===== config.mk =====
export PLATFORM = sky130hd
export DESIGN_NAME = potcmd_i2c_slave
export DESIGN_NICKNAME = d
export VERILOG_FILES = /design/src/rtl/potcmd_pkg.sv /design/src/rtl/potcmd_bus_cond.sv /design/src/rtl/potcmd_instr_dec.sv /design/src/rtl/potcmd_rd_mux.sv /design/src/rtl/potcmd_i2c_slave.sv
export SDC_FILE = /design/constraint.sdc
export NUM_CORES = 1
export LEC_CHECK = 0
export BUFFER_PORTS_ARGS = -buffer_cell sky130_fd_sc_hd__buf_4
export CAP_MARGIN = 40
export CORE_AREA = 2 2 79 81
export CTS_CLUSTER_SIZE = 12
export DETAILED_ROUTE_END_ITERATION = 7
export DIE_AREA = 0 0 81 83
export PLACE_DENSITY = 0.82
export SLEW_MARGIN = 20
export SYNTH_ARGS = -nofsm -noshare
export SYNTH_HDL_FRONTEND = slang
export SYNTH_SLANG_ARGS = --single-unit

===== constraint.sdc =====
create_clock -name clk -period 2.7 [get_ports clk]
set_clock_uncertainty 0.1 [all_clocks]
set_input_delay 0.81 -clock clk [delete_from_list [all_inputs] [get_ports clk]]
set_output_delay 0.81 -clock clk [all_outputs]
set_load 0.005 [all_outputs]

===== src/rtl/potcmd_pkg.sv =====
package potcmd_pkg;

    typedef enum logic [2:0] {
        OP_NONE     = 3'd0,
        OP_WIPER_WR = 3'd1,
        OP_NV_WR    = 3'd2,
        OP_WP_SET   = 3'd3,
        OP_WP_CLR   = 3'd4,
        OP_STORE    = 3'd5,
        OP_RESTORE  = 3'd6
    } req_op_t;

    typedef enum logic [2:0] {
        PTR_WIPER,
        PTR_NV,
        PTR_WP,
        PTR_TOL_HI,
        PTR_TOL_LO
    } ptr_t;

    typedef enum logic [3:0] {
        ST_IDLE,
        ST_RX_ADDR,
        ST_ACK_ADDR,
        ST_RX_INSTR,
        ST_ACK_INSTR,
        ST_RX_DATA,
        ST_ACK_DATA,
        ST_TX_DATA,
        ST_TX_ACK,
        ST_WAIT_STOP
    } state_t;

endpackage


===== src/rtl/potcmd_bus_cond.sv =====
module potcmd_bus_cond (
    input  logic clk,
    input  logic rst_n,
    input  logic scl_i,
    input  logic sda_i,
    output logic scl_rise,
    output logic scl_fall,
    output logic start_det,
    output logic stop_det
);
    logic scl_d;
    logic sda_d;

    always_ff @(posedge clk or negedge rst_n) begin
        if (!rst_n) begin
            scl_d <= 1'b1;
            sda_d <= 1'b1;
        end else begin
            scl_d <= scl_i;
            sda_d <= sda_i;
        end
    end

    assign scl_rise  =  scl_i & ~scl_d;
    assign scl_fall  = ~scl_i &  scl_d;
    assign start_det =  scl_i &  scl_d & ~sda_i &  sda_d;
    assign stop_det  =  scl_i &  scl_d &  sda_i & ~sda_d;
endmodule


===== src/rtl/potcmd_instr_dec.sv =====
module potcmd_instr_dec
    import potcmd_pkg::*;
#(
    parameter int DATA_W = 8,
    parameter int CMD_W  = 3
) (
    input  logic [DATA_W-1:0] instr,
    output logic              ok,
    output logic              ptr_load,
    output ptr_t              ptr_sel,
    output logic              takes_data,
    output req_op_t           data_op,
    output req_op_t           sr_op
);
    localparam int LOW_W = DATA_W - CMD_W;
    localparam logic [LOW_W-1:0] LOC_ZERO   = '0;
    localparam logic [LOW_W-1:0] LOC_TOL_LO = '1;
    localparam logic [LOW_W-1:0] LOC_TOL_HI = LOC_TOL_LO - 1'b1;

    logic [CMD_W-1:0] cmd;
    logic [LOW_W-1:0] loc;

    assign cmd = instr[DATA_W-1 -: CMD_W];
    assign loc = instr[LOW_W-1:0];

    always_comb begin
        ok         = 1'b0;
        ptr_load   = 1'b0;
        ptr_sel    = PTR_WIPER;
        takes_data = 1'b0;
        data_op    = OP_NONE;
        sr_op      = OP_NONE;
        unique case (cmd)
            3'b000: if (loc == LOC_ZERO) begin
                ok = 1'b1; ptr_load = 1'b1; ptr_sel = PTR_WIPER;
                takes_data = 1'b1; data_op = OP_WIPER_WR;
            end
            3'b001: begin
                if (loc == LOC_ZERO) begin
                    ok = 1'b1; ptr_load = 1'b1; ptr_sel = PTR_NV;
                    takes_data = 1'b1; data_op = OP_NV_WR;
                end else if (loc == LOC_TOL_HI) begin
                    ok = 1'b1; ptr_load = 1'b1; ptr_sel = PTR_TOL_HI;
                    takes_data = 1'b1;
                end else if (loc == LOC_TOL_LO) begin
                    ok = 1'b1; ptr_load = 1'b1; ptr_sel = PTR_TOL_LO;
                    takes_data = 1'b1;
                end
            end
            3'b010: if (loc == LOC_ZERO) begin
                ok = 1'b1; ptr_load = 1'b1; ptr_sel = PTR_WP;
                takes_data = 1'b1; data_op = OP_WP_SET;
            end
            3'b110: if (loc == LOC_ZERO) begin
                ok = 1'b1; sr_op = OP_STORE;
            end
            3'b101: if (loc == LOC_ZERO) begin
                ok = 1'b1; sr_op = OP_RESTORE;
            end
            default: ok = 1'b0;
        endcase
    end
endmodule


===== src/rtl/potcmd_rd_mux.sv =====
module potcmd_rd_mux
    import potcmd_pkg::*;
#(
    parameter int DATA_W = 8
) (
    input  ptr_t              ptr,
    input  logic [DATA_W-1:0] wiper_val,
    input  logic [DATA_W-1:0] nv_val,
    input  logic              wp_flag,
    input  logic [DATA_W-1:0] tol_hi,
    input  logic [DATA_W-1:0] tol_lo,
    output logic [DATA_W-1:0] rd_byte
);
    always_comb begin
        unique case (ptr)
            PTR_WIPER:  rd_byte = wiper_val;
            PTR_NV:     rd_byte = nv_val;
            PTR_WP:     rd_byte = {{(DATA_W-1){1'b0}}, wp_flag};
            PTR_TOL_HI: rd_byte = tol_hi;
            PTR_TOL_LO: rd_byte = tol_lo;
            default:    rd_byte = '0;
        endcase
    end
endmodule


===== src/rtl/potcmd_i2c_slave.sv =====
module potcmd_i2c_slave
    import potcmd_pkg::*;
#(
    parameter int ADDR_W = 7,
    parameter int DATA_W = 8,
    parameter int CMD_W  = 3
) (
    input  logic              clk,
    input  logic              rst_n,
    input  logic              scl_i,
    input  logic              sda_i,
    input  logic [ADDR_W-1:0] dev_addr,
    input  logic [DATA_W-1:0] wiper_val,
    input  logic [DATA_W-1:0] nv_val,
    input  logic              wp_flag,
    input  logic [DATA_W-1:0] tol_hi,
    input  logic [DATA_W-1:0] tol_lo,
    output logic              sda_pull,
    output logic              req_valid,
    output logic [2:0]        req_op,
    output logic [DATA_W-1:0] req_data
);
    localparam int CNT_W = $clog2(DATA_W + 1);
    localparam logic [CNT_W-1:0] BYTE_DONE = CNT_W'(DATA_W);

    logic scl_rise, scl_fall, start_det, stop_det;

    state_t            state;
    logic [CNT_W-1:0]  bit_cnt;
    logic [DATA_W-1:0] rx_sh;
    logic [DATA_W-1:0] tx_sh;
    logic              rw_bit;
    logic              ack_seen;
    ptr_t              ptr;
    req_op_t           data_op_q;
    req_op_t           sr_op_q;
    logic              takes_q;
    req_op_t           req_op_q;

    logic              dec_ok, dec_ptr_load, dec_takes;
    ptr_t              dec_ptr;
    req_op_t           dec_data_op, dec_sr_op;
    logic [DATA_W-1:0] rd_byte;

    potcmd_bus_cond u_cond (
        .clk       (clk),
        .rst_n     (rst_n),
        .scl_i     (scl_i),
        .sda_i     (sda_i),
        .scl_rise  (scl_rise),
        .scl_fall  (scl_fall),
        .start_det (start_det),
        .stop_det  (stop_det)
    );

    potcmd_instr_dec #(.DATA_W(DATA_W), .CMD_W(CMD_W)) u_dec (
        .instr      (rx_sh),
        .ok         (dec_ok),
        .ptr_load   (dec_ptr_load),
        .ptr_sel    (dec_ptr),
        .takes_data (dec_takes),
        .data_op    (dec_data_op),
        .sr_op      (dec_sr_op)
    );

    potcmd_rd_mux #(.DATA_W(DATA_W)) u_mux (
        .ptr       (ptr),
        .wiper_val (wiper_val),
        .nv_val    (nv_val),
        .wp_flag   (wp_flag),
        .tol_hi    (tol_hi),
        .tol_lo    (tol_lo),
        .rd_byte   (rd_byte)
    );

    // State register and byte datapath
    always_ff @(posedge clk or negedge rst_n) begin
        if (!rst_n) begin
            state     <= ST_IDLE;
            bit_cnt   <= '0;
            rx_sh     <= '0;
            tx_sh     <= '0;
            rw_bit    <= 1'b0;
            ack_seen  <= 1'b0;
            ptr       <= PTR_WIPER;
            data_op_q <= OP_NONE;
            sr_op_q   <= OP_NONE;
            takes_q   <= 1'b0;
            req_valid <= 1'b0;
            req_op_q  <= OP_NONE;
            req_data  <= '0;
        end else begin
            req_valid <= 1'b0;
            if (start_det) begin
                state   <= ST_RX_ADDR;
                bit_cnt <= '0;
                sr_op_q <= OP_NONE;
            end else if (stop_det) begin
                if (sr_op_q != OP_NONE) begin
                    req_valid <= 1'b1;
                    req_op_q  <= sr_op_q;
                    req_data  <= '0;
                end
                sr_op_q <= OP_NONE;
                state   <= ST_IDLE;
            end else if (scl_rise) begin
                unique case (state)
                    ST_RX_ADDR, ST_RX_INSTR, ST_RX_DATA: begin
                        rx_sh   <= {rx_sh[DATA_W-2:0], sda_i};
                        bit_cnt <= bit_cnt + 1'b1;
                    end
                    ST_TX_DATA: bit_cnt <= bit_cnt + 1'b1;
                    ST_TX_ACK: begin
                        if (sda_i) state <= ST_WAIT_STOP;
                        else       ack_seen <= 1'b1;
                    end
                    default: ;
                endcase
            end else if (scl_fall) begin
                unique case (state)
                    ST_RX_ADDR: if (bit_cnt == BYTE_DONE) begin
                        if (rx_sh[DATA_W-1 -: ADDR_W] == dev_addr) begin
                            rw_bit <= rx_sh[0];
                            state  <= ST_ACK_ADDR;
                        end else begin
                            state  <= ST_WAIT_STOP;
                        end
                    end
                    ST_ACK_ADDR: begin
                        bit_cnt <= '0;
                        if (rw_bit) begin
                            tx_sh <= rd_byte;
                            if (ptr == PTR_TOL_HI) ptr <= PTR_TOL_LO;
                            state <= ST_TX_DATA;
                        end else begin
                            state <= ST_RX_INSTR;
                        end
                    end
                    ST_RX_INSTR: if (bit_cnt == BYTE_DONE) begin
                        if (dec_ok) begin
                            if (dec_ptr_load) ptr <= dec_ptr;
                            data_op_q <= dec_data_op;
                            sr_op_q   <= dec_sr_op;
                            takes_q   <= dec_takes;
                            state     <= ST_ACK_INSTR;
                        end else begin
                            state     <= ST_WAIT_STOP;
                        end
                    end
                    ST_ACK_INSTR, ST_ACK_DATA: begin
                        bit_cnt <= '0;
                        state   <= ST_RX_DATA;
                    end
                    ST_RX_DATA: if (bit_cnt == BYTE_DONE) begin
                        if (takes_q) begin
                            state <= ST_ACK_DATA;
                            if (data_op_q == OP_WP_SET) begin
                                req_valid <= 1'b1;
                                req_op_q  <= rx_sh[0] ? OP_WP_SET : OP_WP_CLR;
                                req_data  <= {{(DATA_W-1){1'b0}}, rx_sh[0]};
                            end else if (data_op_q != OP_NONE) begin
                                req_valid <= 1'b1;
                                req_op_q  <= data_op_q;
                                req_data  <= rx_sh;
                            end
                        end else begin
                            state <= ST_WAIT_STOP;
                        end
                    end
                    ST_TX_DATA: begin
                        if (bit_cnt == BYTE_DONE) begin
                            ack_seen <= 1'b0;
                            state    <= ST_TX_ACK;
                        end else begin
                            tx_sh <= {tx_sh[DATA_W-2:0], 1'b0};
                        end
                    end
                    ST_TX_ACK: if (ack_seen) begin
                        tx_sh   <= rd_byte;
                        bit_cnt <= '0;
                        if (ptr == PTR_TOL_HI) ptr <= PTR_TOL_LO;
                        state   <= ST_TX_DATA;
                    end
                    default: ;
                endcase
            end
        end
    end

    // Output decode
    always_comb begin
        unique case (state)
            ST_ACK_ADDR, ST_ACK_INSTR, ST_ACK_DATA: sda_pull = 1'b1;
            ST_TX_DATA: sda_pull = ~tx_sh[DATA_W-1];
            default:    sda_pull = 1'b0;
        endcase
    end

    assign req_op = req_op_q;
endmodule


==> summary.txt <==
Setup path
  • Worst setup SP type: register
  • Worst-path maximum fanout: 12
  • R2R Setup Slk: 340 ps
  • WP data arrival: 1580 ps
  • Critical Path End Type: output pin
  • Critical path class: register to output pin
  • Required time worst endpoint: 1790 ps

Power
  • Comb power frac: 43.5%
  • Switch Pwr: 1.15 mW
  • Pwr dens: 795 nW/um2
  • Sw frac: 37.2%
  • Register share of total power: 39.4%
  • Worst vdd ir: 0.672 mV
  • Clk pwr share: 17.1%
  • Int Pwr: 1.94 mW
  • Leak: 1.84 nW

Clocking
  • CTS Hold Bufs: 0
  • Root Driver: clkbuf_8
  • Clk slew on worst S/H paths: 90 ps
  • H-tree depth: 2
  • CTS tree: done
  • Post-CTS Resized: 0
  • CTS buffer count: 5
  • Clock Path Buffers: 2
  • Setup bufs post-CTS: 0
  • Worst skew pair latency: 310 ps
  • Clock Sinks: 49

STA
  • Max Slew Vio Count: 0
  • Relative slew slack: 59.6%
  • Fmax: 402 MHz
  • Final WS setup: 213 ps
  • Tmin final: 2490 ps
  • RSZ-0062 raised after global routing: no
  • Period utilization: 92.1%
  • Final Hold Viols: 0
  • Worst-Margin Slew: 606 ps
  • Final setup fails: 0

Placed design
  • Estimated wirelength of the detail-placed design: 5530 um
  • PortBufs: 56
  • Dpl ws: -55.6 ps
  • GP Congestion: 0.869
  • Placed inst area: 3780 um2

Floorplanning
  • Core Area: 5820 um2
  • Row cnt: 28
  • Die ar.: 6720 um2
  • Die width: 81 um
  • Io pins: 57
  • Initial Util: 55.6%
  • Die Y-Extent: 83 um

Finish
  • Final Cell Area: 3890 um2
  • Final #Nets: 441
  • # diodes: 0
  • Share of post-route cells with drive strength above 1: 31.3%
  • Area growth syn-to-layout: 20.3%
  • Fill count: 496

Global route
  • Vias in the first global route: 2764
  • Antenna violations before repair: 0
  • Total gr overflow: 0
  • First-pass GRT wire length: 12900 um
  • Largest net degree at the start of global routing: 50
  • Tot GR Track Use: 23.7%

Drt
  • DR iter-0 viols: 184
  • First-pass DRT Iterations: 4
  • Vias: 2696
  • Remaining DRCs: 0
  • Final antenna-violating net count: 0
  • DRT Wirelength: 7360 um
  • Wirelength per Cell: 15.7 um
  • Post-DR vias/cell: 5.76

Logic synthesis
  • Yosys Warn Count: 0
  • Largest cells by area after synthesis: dfrtp_1 36%, mux2_2 5.9%, mux2i_1 4.0%, mux2_4 3.7%, o21ai_0 3.2%
  • Synthesized area: 3230 um2
  • Unique masters post-synth: 67
  • Share of flip-flops with an asynchronous set or reset: 100%
  • Post-synthesis register bit count: 49
  • Synth top area share: 36.4%
  • Syn_nets: 383
  • Post-Syn Instances: 334
  • Register area share after synthesis: 38.0%
  • Syn_area_per_cell: 9.68 um2
  • Number of flops mapped to enable cells by yosys: 0
  • Post-synth top area cell: dfrtp_1
  • Synth Flop Type: dfrtp_1

Flow run
  • # Max-Cap Violations: 0

Min path
  • Hold WC Path Type: register to register

Run status
  • Outcome: completed
-- power by group through the flow --
| stage | combinational [mW] | sequential [mW] | clock [mW] |
|---|---|---|---|
| finish | 1.35 | 1.22 | 0.530 |
| global route | 1.48 | 1.26 | 0.572 |
| CTS | 1.34 | 1.21 | 0.544 |
| detailed placement | 1.34 | 1.22 | 0 |
| global placement | 1.28 | 1.21 | 0 |
| floorplan | 1.06 | 1.08 | 0 |
-- critical path, cell delays in order (launching register included) --
cell and delay [ps]:
dfrtp_1 440, buf_4 230, inv_1 70, o21ai_0 180, a22oi_1 90, nor2_1 130
buf_4 130
-- kinds of logic after synthesis --
family | share of synthesized area [%]
simple gates | 17.6
compound gates | 17.2
flops | 38.0
buf+inv | 6.50
mux | 15.7
xor+xnor | 2.98
fa+ha+maj | 1.93
-- state kept, by name, indices dropped and copies added, names as in the netlist --
name          flops
req_data          8
rx_sh             8
tx_sh             8
bit_cnt           4
state             4
ptr               3
req_op            3
sr_op_q           3
data_op_q         2
ack_seen          1
req_valid         1
rw_bit            1
takes_q           1
u_cond.scl_d      1
u_cond.sda_d      1
-- per-layer routing --
metal	routed length [um]	track usage (%)	vias to the layer above	part of all wire, %
li1	-	-	1306	-
met1	3240	31.7	1301	44
met2	3690	38.8	75	50
met3	308	3.70	14	4.2
met4	117	8.32	0	1.6
met5	0	0	-	0
-- stage by stage --
step                      TNS (ps)  instances  hold WS (ps)  util [%]  power, mW
after floorplan                  0        334           376         -       2.14
after global placement           0        460           391      65.0       2.50
after detailed placement      -245        460           382      65.0       2.56
after CTS                        0        468           411      66.9       3.10
after global routing             0        468           426      66.9       3.31
final                            0        468           404      66.9       3.09
-- area by class of cell --
type                       count  area [um2]  share of cell area (%)
multi-input combinational    239        1800                    46.2
clock buffer                   5        68.8                    1.77
clock inverter                 3        43.8                    1.13
timing repair buffer          72         566                    14.5
inverter                      25        93.8                    2.41
tap                           75        93.8                    2.41
sequential                    49        1230                    31.6
-- final timing paths --
check	start	end	cells past startpoint
setup / recovery	state[2]$_DFFE_PN0P_	sda_pull	6
hold / removal	req_op[1]$_DFFE_PN0P_	req_op[1]$_DFFE_PN0P_	1
setup reg to reg	u_cond.scl_d$_DFF_PN1_	req_data[2]$_DFFE_PN0P_	7
hold reg to reg	req_op[1]$_DFFE_PN0P_	req_op[1]$_DFFE_PN0P_	1
max in group asynchronous	rst_n	tx_sh[4]$_DFFE_PN0P_	1
min in group asynchronous	rst_n	rx_sh[0]$_DFFE_PN0P_	1
-- layout by cell type (no fill, tap or decap), types with 3 or more instances in the layout --
cell type	count
buf_4	70
dfrtp_1	47
inv_1	24
nor2_1	23
o21ai_0	21
nand2_1	21
mux2_2	17
a21oi_1	16
mux2i_1	13
a22oi_1	10
mux2_4	8
nand3_1	7
a2bb2oi_1	7
nor3_1	7
xnor2_1	7
nand3b_1	5
ha_1	5
clkbuf_8	5
and3_1	4
xor2_1	4
mux2_1	4
nand4_1	4
nor2b_1	3
o41ai_1	3
and2_1	3
nor4_1	3
o22ai_1	3
-- synth_stat cells, drive strengths merged (7+ instances only) --
cell / number
dfrtp: 47
inv: 24
mux2: 29
buf: 11
clkbuf: 10
nand2: 21
nand3: 7
mux2i: 13
a21oi: 17
nor2: 25
a22oi: 10
a2bb2oi: 7
xnor2: 7
nor3: 7
o21ai: 23
Power figures use the tool's default switching activity.
